--- src/rtl/ident_pkg.sv ---
package ident_pkg;

    typedef enum logic [2:0] {
        RSN_OK       = 3'd0,
        RSN_NO_QUEUE = 3'd1,
        RSN_SECTOR   = 3'd2,
        RSN_NO_LBA   = 3'd3,
        RSN_NO_UDMA  = 3'd4
    } reason_e;

    // word indices of interest
    localparam int unsigned IW_LBA    = 49;
    localparam int unsigned IW_CAP28  = 60;   // two words, low first
    localparam int unsigned IW_QUEUE  = 76;
    localparam int unsigned IW_FEAT   = 83;
    localparam int unsigned IW_UDMA   = 88;
    localparam int unsigned IW_CAP48  = 100;  // four words, low first
    localparam int unsigned IW_SECTOR = 106;

    // bit positions inside those words
    localparam int unsigned B_LBA     = 9;
    localparam int unsigned B_QUEUE   = 8;
    localparam int unsigned B_ADDR48  = 10;

    localparam logic [7:0] SF_OPCODE = 8'hEF;
    localparam logic [7:0] SF_XFER   = 8'h03;
    localparam logic [7:0] UDMA_BASE = 8'h40;

endpackage

--- src/rtl/ident_capture.sv ---
module ident_capture
    import ident_pkg::*;
#(
    parameter int unsigned WORD_W    = 16,
    parameter int unsigned IDX_W     = 8,
    parameter int unsigned UDMA_BITS = 7,
    parameter int unsigned C28_WORDS = 2,
    parameter int unsigned C48_WORDS = 4
) (
    input  logic                            clk,
    input  logic                            rst_n,
    input  logic                            wipe,
    input  logic                            take,
    input  logic [IDX_W-1:0]                idx,
    input  logic [WORD_W-1:0]               data,
    output logic                            lba_ok,
    output logic                            queue_ok,
    output logic                            addr48,
    output logic [UDMA_BITS-1:0]            udma_mask,
    output logic [1:0]                      sec_kind,
    output logic [1:0]                      sec_flags,
    output logic [3:0]                      sec_ratio,
    output logic [C28_WORDS*WORD_W-1:0]     cap28,
    output logic [C48_WORDS*WORD_W-1:0]     cap48
);

    typedef struct packed {
        logic                               lba;
        logic                               queue;
        logic                               a48;
        logic [UDMA_BITS-1:0]               udma;
        logic [1:0]                         kind;
        logic [1:0]                         flags;
        logic [3:0]                         ratio;
        logic [C28_WORDS-1:0][WORD_W-1:0]   c28;
        logic [C48_WORDS-1:0][WORD_W-1:0]   c48;
    } cap_t;

    cap_t cap_d, cap_q;

    always_comb begin
        cap_d = cap_q;
        if (wipe) begin
            cap_d = '0;
        end else if (take) begin
            if (idx == IDX_W'(IW_LBA))    cap_d.lba   = data[B_LBA];
            if (idx == IDX_W'(IW_QUEUE))  cap_d.queue = data[B_QUEUE];
            if (idx == IDX_W'(IW_FEAT))   cap_d.a48   = data[B_ADDR48];
            if (idx == IDX_W'(IW_UDMA))   cap_d.udma  = data[UDMA_BITS-1:0];
            if (idx == IDX_W'(IW_SECTOR)) begin
                cap_d.kind  = data[15:14];
                cap_d.flags = data[9:8];
                cap_d.ratio = data[3:0];
            end
            for (int k = 0; k < C28_WORDS; k++)
                if (idx == IDX_W'(IW_CAP28 + k)) cap_d.c28[k] = data;
            for (int k = 0; k < C48_WORDS; k++)
                if (idx == IDX_W'(IW_CAP48 + k)) cap_d.c48[k] = data;
        end
    end

    always_ff @(posedge clk or negedge rst_n) begin
        if (!rst_n) cap_q <= '0;
        else        cap_q <= cap_d;
    end

    assign lba_ok    = cap_q.lba;
    assign queue_ok  = cap_q.queue;
    assign addr48    = cap_q.a48;
    assign udma_mask = cap_q.udma;
    assign sec_kind  = cap_q.kind;
    assign sec_flags = cap_q.flags;
    assign sec_ratio = cap_q.ratio;
    assign cap28     = cap_q.c28;
    assign cap48     = cap_q.c48;

    AST_WIPE_EMPTIES: assert property (@(posedge clk) disable iff (!rst_n)
        wipe |=> (cap28 == '0 && cap48 == '0 && udma_mask == '0));

endmodule

--- src/rtl/ident_udma_pick.sv ---
module ident_udma_pick #(
    parameter int unsigned N      = 7,
    parameter int unsigned SEL_W  = $clog2(N)
) (
    input  logic [N-1:0]     mask,
    output logic             any,
    output logic [SEL_W-1:0] sel
);

    always_comb begin
        any = 1'b0;
        sel = '0;
        for (int i = 0; i < N; i++) begin
            if (mask[i]) begin
                any = 1'b1;
                sel = SEL_W'(i);
            end
        end
    end

    always_comb begin
        if (any) begin
            AST_UDMA_TOP: assert ((mask >> sel) == N'(1));
        end
    end

endmodule

--- src/rtl/ident_rules.sv ---
module ident_rules
    import ident_pkg::*;
#(
    parameter int unsigned WORD_W    = 16,
    parameter int unsigned UDMA_BITS = 7,
    parameter int unsigned C28_WORDS = 2,
    parameter int unsigned C48_WORDS = 4,
    localparam int unsigned MODE_W   = $clog2(UDMA_BITS),
    localparam int unsigned CAP_W    = C48_WORDS*WORD_W
) (
    input  logic                        pkt,
    input  logic                        lba_ok,
    input  logic                        queue_ok,
    input  logic                        addr48,
    input  logic [UDMA_BITS-1:0]        udma_mask,
    input  logic [1:0]                  sec_kind,
    input  logic [1:0]                  sec_flags,
    input  logic [3:0]                  sec_ratio,
    input  logic [C28_WORDS*WORD_W-1:0] cap28,
    input  logic [CAP_W-1:0]            cap48,
    output reason_e                     reason,
    output logic [CAP_W-1:0]            count,
    output logic [MODE_W-1:0]           mode
);

    logic udma_any;
    logic sec_bad;

    ident_udma_pick #(.N(UDMA_BITS), .SEL_W(MODE_W)) u_pick (
        .mask (udma_mask),
        .any  (udma_any),
        .sel  (mode)
    );

    // sector word only meaningful when its signature field reads 01
    assign sec_bad = (sec_kind == 2'b01) &&
                     (sec_flags[0] || (sec_flags[1] && (sec_ratio != 4'd0)));

    always_comb begin
        if (!queue_ok)            reason = RSN_NO_QUEUE;
        else if (sec_bad)         reason = RSN_SECTOR;
        else if (!pkt && !lba_ok) reason = RSN_NO_LBA;
        else if (!udma_any)       reason = RSN_NO_UDMA;
        else                      reason = RSN_OK;
    end

    always_comb begin
        if (pkt)         count = '0;
        else if (addr48) count = cap48;
        else             count = CAP_W'(cap28);
    end

endmodule

--- src/rtl/ata_ident_parser.sv ---
module ata_ident_parser
    import ident_pkg::*;
#(
    parameter int unsigned WORD_W      = 16,
    parameter int unsigned IDX_W       = 8,
    parameter int unsigned LAST_IDX    = 255,
    parameter int unsigned UDMA_BITS   = 7,
    parameter int unsigned BLOCK_BYTES = 512,
    parameter int unsigned SIZE_W      = 16,
    localparam int unsigned C28_WORDS  = 2,
    localparam int unsigned C48_WORDS  = 4,
    localparam int unsigned CAP_W      = C48_WORDS*WORD_W,
    localparam int unsigned MODE_W     = $clog2(UDMA_BITS)
) (
    input  logic              clk,
    input  logic              rst_n,
    input  logic              start,
    input  logic              clear,
    input  logic              is_packet,
    input  logic              word_valid,
    input  logic [IDX_W-1:0]  word_idx,
    input  logic [WORD_W-1:0] word_data,
    output logic              busy,
    output logic              done,
    output logic              accept,
    output logic [2:0]        reason,
    output logic [SIZE_W-1:0] block_size,
    output logic [CAP_W-1:0]  block_count,
    output logic [MODE_W-1:0] udma_mode,
    output logic [7:0]        mode_byte,
    output logic [7:0]        sf_opcode,
    output logic [7:0]        sf_subcmd
);

    typedef struct packed {
        logic              armed;
        logic              pkt;
        logic              done;
        logic              accept;
        reason_e           reason;
        logic [SIZE_W-1:0] bsize;
        logic [CAP_W-1:0]  count;
        logic [MODE_W-1:0] mode;
        logic [7:0]        mbyte;
        logic [7:0]        op;
        logic [7:0]        sub;
    } st_t;

    st_t st_d, st_q;

    logic                        take;
    logic                        wipe;
    logic                        lba_ok, queue_ok, addr48;
    logic [UDMA_BITS-1:0]        udma_mask;
    logic [1:0]                  sec_kind, sec_flags;
    logic [3:0]                  sec_ratio;
    logic [C28_WORDS*WORD_W-1:0] cap28;
    logic [CAP_W-1:0]            cap48;
    reason_e                     rule_reason;
    logic [CAP_W-1:0]            rule_count;
    logic [MODE_W-1:0]           rule_mode;

    assign wipe = clear || start;
    assign take = st_q.armed && word_valid && !wipe;

    ident_capture #(
        .WORD_W(WORD_W), .IDX_W(IDX_W), .UDMA_BITS(UDMA_BITS),
        .C28_WORDS(C28_WORDS), .C48_WORDS(C48_WORDS)
    ) u_capture (
        .clk       (clk),
        .rst_n     (rst_n),
        .wipe      (wipe),
        .take      (take),
        .idx       (word_idx),
        .data      (word_data),
        .lba_ok    (lba_ok),
        .queue_ok  (queue_ok),
        .addr48    (addr48),
        .udma_mask (udma_mask),
        .sec_kind  (sec_kind),
        .sec_flags (sec_flags),
        .sec_ratio (sec_ratio),
        .cap28     (cap28),
        .cap48     (cap48)
    );

    ident_rules #(
        .WORD_W(WORD_W), .UDMA_BITS(UDMA_BITS),
        .C28_WORDS(C28_WORDS), .C48_WORDS(C48_WORDS)
    ) u_rules (
        .pkt       (st_q.pkt),
        .lba_ok    (lba_ok),
        .queue_ok  (queue_ok),
        .addr48    (addr48),
        .udma_mask (udma_mask),
        .sec_kind  (sec_kind),
        .sec_flags (sec_flags),
        .sec_ratio (sec_ratio),
        .cap28     (cap28),
        .cap48     (cap48),
        .reason    (rule_reason),
        .count     (rule_count),
        .mode      (rule_mode)
    );

    always_comb begin
        st_d      = st_q;
        st_d.done = 1'b0;
        if (clear) begin
            st_d = '0;
        end else if (start) begin
            st_d       = '0;
            st_d.armed = 1'b1;
            st_d.pkt   = is_packet;
        end else if (take && (word_idx == IDX_W'(LAST_IDX))) begin
            st_d.armed  = 1'b0;
            st_d.done   = 1'b1;
            st_d.reason = rule_reason;
            if (rule_reason == RSN_OK) begin
                st_d.accept = 1'b1;
                st_d.bsize  = SIZE_W'(BLOCK_BYTES);
                st_d.count  = rule_count;
                st_d.mode   = rule_mode;
                st_d.mbyte  = UDMA_BASE | 8'(rule_mode);
                st_d.op     = SF_OPCODE;
                st_d.sub    = SF_XFER;
            end
        end
    end

    always_ff @(posedge clk or negedge rst_n) begin
        if (!rst_n) st_q <= '0;
        else        st_q <= st_d;
    end

    assign busy        = st_q.armed;
    assign done        = st_q.done;
    assign accept      = st_q.accept;
    assign reason      = st_q.reason;
    assign block_size  = st_q.bsize;
    assign block_count = st_q.count;
    assign udma_mode   = st_q.mode;
    assign mode_byte   = st_q.mbyte;
    assign sf_opcode   = st_q.op;
    assign sf_subcmd   = st_q.sub;

    AST_CLEAR_IDLE: assert property (@(posedge clk) disable iff (!rst_n)
        clear |=> (!busy && !done && !accept && reason == 3'd0));
    AST_DONE_ONE_CYCLE: assert property (@(posedge clk) disable iff (!rst_n)
        done |=> !done);
    AST_DONE_CLOSES: assert property (@(posedge clk) disable iff (!rst_n)
        done |-> !busy);
    AST_ACCEPT_MATCH: assert property (@(posedge clk) disable iff (!rst_n)
        done |-> (accept == (reason == 3'd0)));
    AST_REJECT_ZERO: assert property (@(posedge clk) disable iff (!rst_n)
        (done && !accept) |-> (block_count == '0 && mode_byte == 8'd0 && block_size == '0));
    AST_PACKET_GEOM: assert property (@(posedge clk) disable iff (!rst_n)
        (done && accept && st_q.pkt) |-> (block_count == '0 && block_size == SIZE_W'(BLOCK_BYTES)));
    AST_MODE_PREFIX: assert property (@(posedge clk) disable iff (!rst_n)
        (done && accept) |-> (mode_byte[7:3] == 5'b01000 && sf_opcode == 8'hEF));

endmodule

--- config.mk ---
export PLATFORM = sky130hd
export DESIGN_NAME = ata_ident_parser
export DESIGN_NICKNAME = d
export VERILOG_FILES = /design/src/rtl/ident_pkg.sv /design/src/rtl/ident_capture.sv /design/src/rtl/ident_udma_pick.sv /design/src/rtl/ident_rules.sv /design/src/rtl/ata_ident_parser.sv
export SDC_FILE = /design/constraint.sdc
export NUM_CORES = 1
export LEC_CHECK = 0
export ABC_AREA = 1
export ABC_CLOCK_PERIOD_IN_PS = 1800
export CAP_MARGIN = 20
export CORE_MARGIN = 5
export CORE_UTILIZATION = 45
export CTS_CLUSTER_DIAMETER = 60
export DETAILED_ROUTE_END_ITERATION = 10
export PLACE_DENSITY = 0.69
export SETUP_SLACK_MARGIN = 0.4
export SYNTH_ARGS = -nofsm -noshare
export SYNTH_HDL_FRONTEND = slang
export SYNTH_SLANG_ARGS = --single-unit
--- constraint.sdc ---
create_clock -name clk -period 1.8 [get_ports clk]
set_input_delay 0.36 -clock clk [delete_from_list [all_inputs] [get_ports clk]]
set_output_delay 0.36 -clock clk [all_outputs]
set_load 0.03 [all_outputs]
==> results.py <==
metrics = {
    "logic_synthesis": {
        "syn_area_mm2": 0.00854,
        "seq_area_frac_synth_pct": 55.1,
        "ys_types": 28,
        "yosysWarnings": 0,
        "synth-seq-cells": 188,
        "synth_cells": 993,
        "avgSynthCellArea_um2": 8.60,
    },
    "critical_path": {
        "worstSetupPathType": "reg2reg",
        "r2r-end": "u_capture.cap28[14]",
        "cp.depth": 8,
        "crit_family": "buffers and inverters",
        "cp_max_fo": 8,
        "path_cells": "nand2_4 -> buf_6 -> buf_6 -> nor3_4 -> a21oi_4 -> clkbuf_16 -> nand2_1 -> o21ai_0",
        "worstPathArrival_ns": 2.00,
        "r2r_slack_ns": 0.14,
        "worstSetupEndpointType": "register",
        "cpMaxStageDelayCell": "dfrtp_2",
        "cp_common_cell": "buf_6",
        "worst_path_largest_cell_delay_ns": 0.43,
        "path_buf_inv": 3,
        "crit_required_ns": 2.14,
        "cp-start-kind": "register",
        "r2r_cells": 8,
        "rr_startpoint": "busy",
    },
    "cts": {
        "insertion_delay_ns": 0.44,
        "cts_max_path_buffers": 2,
        "h-tree-depth": 4,
        "cts_made_buffers": 17,
        "root_buffer": "clkbuf_16",
        "cts.sinks": 188,
        "cts_tree": "built",
        "clkTransAtPathRegs_ns": 0.07,
    },
    "routing": {
        "drtAntennaViolNets": 0,
        "vias": 8316,
        "wl_mm": 30.6,
        "drc": 0,
        "first_iter_violations": 855,
        "wl_per_cell_um": 21.0,
        "drt_first_pass_iters": 5,
        "via_per_inst": 5.70,
    },
    "hold_path": {
        "whs_path_depth": 2,
        "hold_class": "in2reg",
        "worstHoldStart": "clear",
        "min_to": "busy",
    },
    "timing": {
        "slew_viol_final": 0,
        "fmax_ghz": 0.602,
        "timing.slew.headroom_pct": 64.4,
        "layout_min_cycle_time_ns": 1.66,
        "finalSetupViolCount": 0,
        "min_period_over_period_pct": 92.2,
        "tightest_slew_ns": 0.534,
        "finalSetupTns_ns": 0,
        "fin_ws_ns": 0.140,
        "fin_skew_ns": 0.00952,
        "rsz0062_at_grt": "yes",
        "finalHoldViolCount": 0,
    },
    "pwr": {
        "switching_share_pct": 24.9,
        "seqPwrFrac_pct": 44.7,
        "p_int_uw": 7360,
        "power_frac_comb_pct": 10.7,
        "leakage_uw": 0.00655,
        "irDropWorstVdd_mv": 0.767,
        "p_sw_uw": 2450,
        "powerDensity_mw_per_mm2": 758,
        "power_frac_clock_pct": 44.6,
    },
    "grt": {
        "antenna_found_initial": 0,
        "grt_pass1_vias": 7386,
        "grt_max_degree": 47,
        "grt_pass1_wl_mm": 40.4,
        "track_usage_pct": 23.5,
        "overflow": 0,
    },
    "outcome": {
        "outcome": "complete, no violations",
    },
    "layout": {
        "n_antenna_cell": 0,
        "finalInstanceArea_mm2": 0.0129,
        "fillers": 1278,
        "fin_cells": 1460,
        "fin_util_pct": 69.1,
        "final_layout_size_suffix_gt1_share_pct": 42.1,
        "layout.nets": 1243,
        "syn_to_final_growth_pct": 51.4,
    },
    "die": {
        "start_util_pct": 45.7,
        "rows": 50,
        "core-area_mm2": 0.0187,
        "fp.dieH_um": 148,
        "die_area_mm2": 0.0218,
        "die_x_um": 148,
        "ios": 143,
    },
    "placed_design": {
        "placed_cells": 1357,
        "portBuffers": 116,
        "placed_area_mm2": 0.0104,
        "hpwl_mm": 16.5,
        "pre_cts_ws_ns": -0.269,
        "gp_congestion": 0.874,
    },
    "run": {
        "drv_cap": 0,
    },
}
sequential cells by signal, indices dropped and copies added, names as in the netlist, 2 cells and up:
signal	count
block_count	64
u_capture.sec_ratio	4
reason	3
u_capture.sec_flags	2
u_capture.cap28	32
udma_mode	2
u_capture.sec_kind	2
u_capture.udma_mask	7
u_capture.cap48	64
layout by cell type (no fill, tap or decap), types with 38 or more instances in the layout:
cell type	count
dfrtp_1	182
nor2_1	53
buf_6	46
buf_4	109
o21ai_2	43
nand2_1	171
inv_1	67
nand2_4	38
o21ai_1	46
buf_2	40
nand3_1	43
nand3_2	52
nand2_2	59
kinds of logic (layout without fill, tap and decap cells):
family / after synthesis / count (layout) / synth area share [%]
flops: 188 / 188 / 55.1
compound gates: 161 / 161 / 10.4
simple gates: 465 / 465 / 24.1
buf+inv: 178 / 386 / 10.4
other cells: 1 / 26 / 0.0439
Yosys cell counts:
library cell    n  area (um^2)
nand2_1       265          995
dfrtp_1       188         4700
o21ai_0       116          581
nand3_1        82          410
inv_1          76          285
nor2_1         62          233
buf_4          44          330
a211oi_1       30          225
buf_2          25          125
clkbuf_1       23         86.3
nand4_1        22          138
nand3_2        18          180
o21ai_1         8         40.0
nor3_1          6         30.0
buf_1           5         18.8
a21oi_1         4         20.0
buf_6           3         33.8
nand2_2         3         18.8
nor2_2          3         18.8
nor3b_1         2         15.0
a21oi_2         1         8.76
a31oi_1         1         6.26
clkinv_1        1         3.75
conb_1          1         3.75
inv_2           1         3.75
nor2_4          1         11.3
nor3_2          1         10.0
o31ai_1         1         7.51
power by group through the flow:
stage	Clock (uW)	Combinational [uW]	Sequential (uW)
finish	4370	1050	4390
detailed placement	0	746	4450
global placement	0	739	4450
CTS	4360	765	4370
floorplan	0	376	4450
global route	4550	1110	4390
layout make-up:
class,count,area [um^2],share of cell area [%]
sequential,188,4710,36.4
clock inverter,13,236,1.83
inverter,78,308,2.38
clock buffer,19,443,3.42
timing repair buffer,276,2910,22.5
tap,234,293,2.26
multi-input combinational,652,4030,31.2
worst max path at each step:
stage / slack [ns] / from / end
2_1_floorplan: 0.27 / busy / block_count[26]
3_3_place_gp: -0.23 / start / block_count[14]
3_5_place_dp: -0.27 / start / block_count[11]
4_1_cts: 0.24 / u_capture.sec_ratio[1] / block_count[26]
5_1_grt: 0.08 / u_capture.sec_ratio[0] / block_count[50]
6_report: 0.14 / busy / u_capture.cap28[14]
timing repair:
item | in CTS | in global routing
endpoints found under the setup margin | 262 | 215
gates resized for setup | 516 | 419
hold buffers | 1 | 0
pin swaps | 7 | 57
endpoints found under the hold margin | 38 | 0
cloned | 6 | 23
buffers inserted | 20 | 21
metal layers:
metal / part of all wire [%] / routed length [um] / track usage (%) / up-vias
li1: - / - / - / 3633
met4: 4.3 / 1300 / 9.09 / 0
met1: 39 / 11900 / 32.5 / 4097
met2: 47 / 14500 / 36.7 / 486
met5: 0 / 0 / 0 / -
met3: 9.3 / 2860 / 4.84 / 100
stage by stage:
step	total power [uW]	hold WS, ns
2_1_floorplan	4820	0.0644
3_3_place_gp	5190	0.351
3_5_place_dp	5200	0.346
4_1_cts	9500	0.269
5_1_grt	10000	0.271
6_report	9810	0.260
Power figures use the tool's default switching activity.
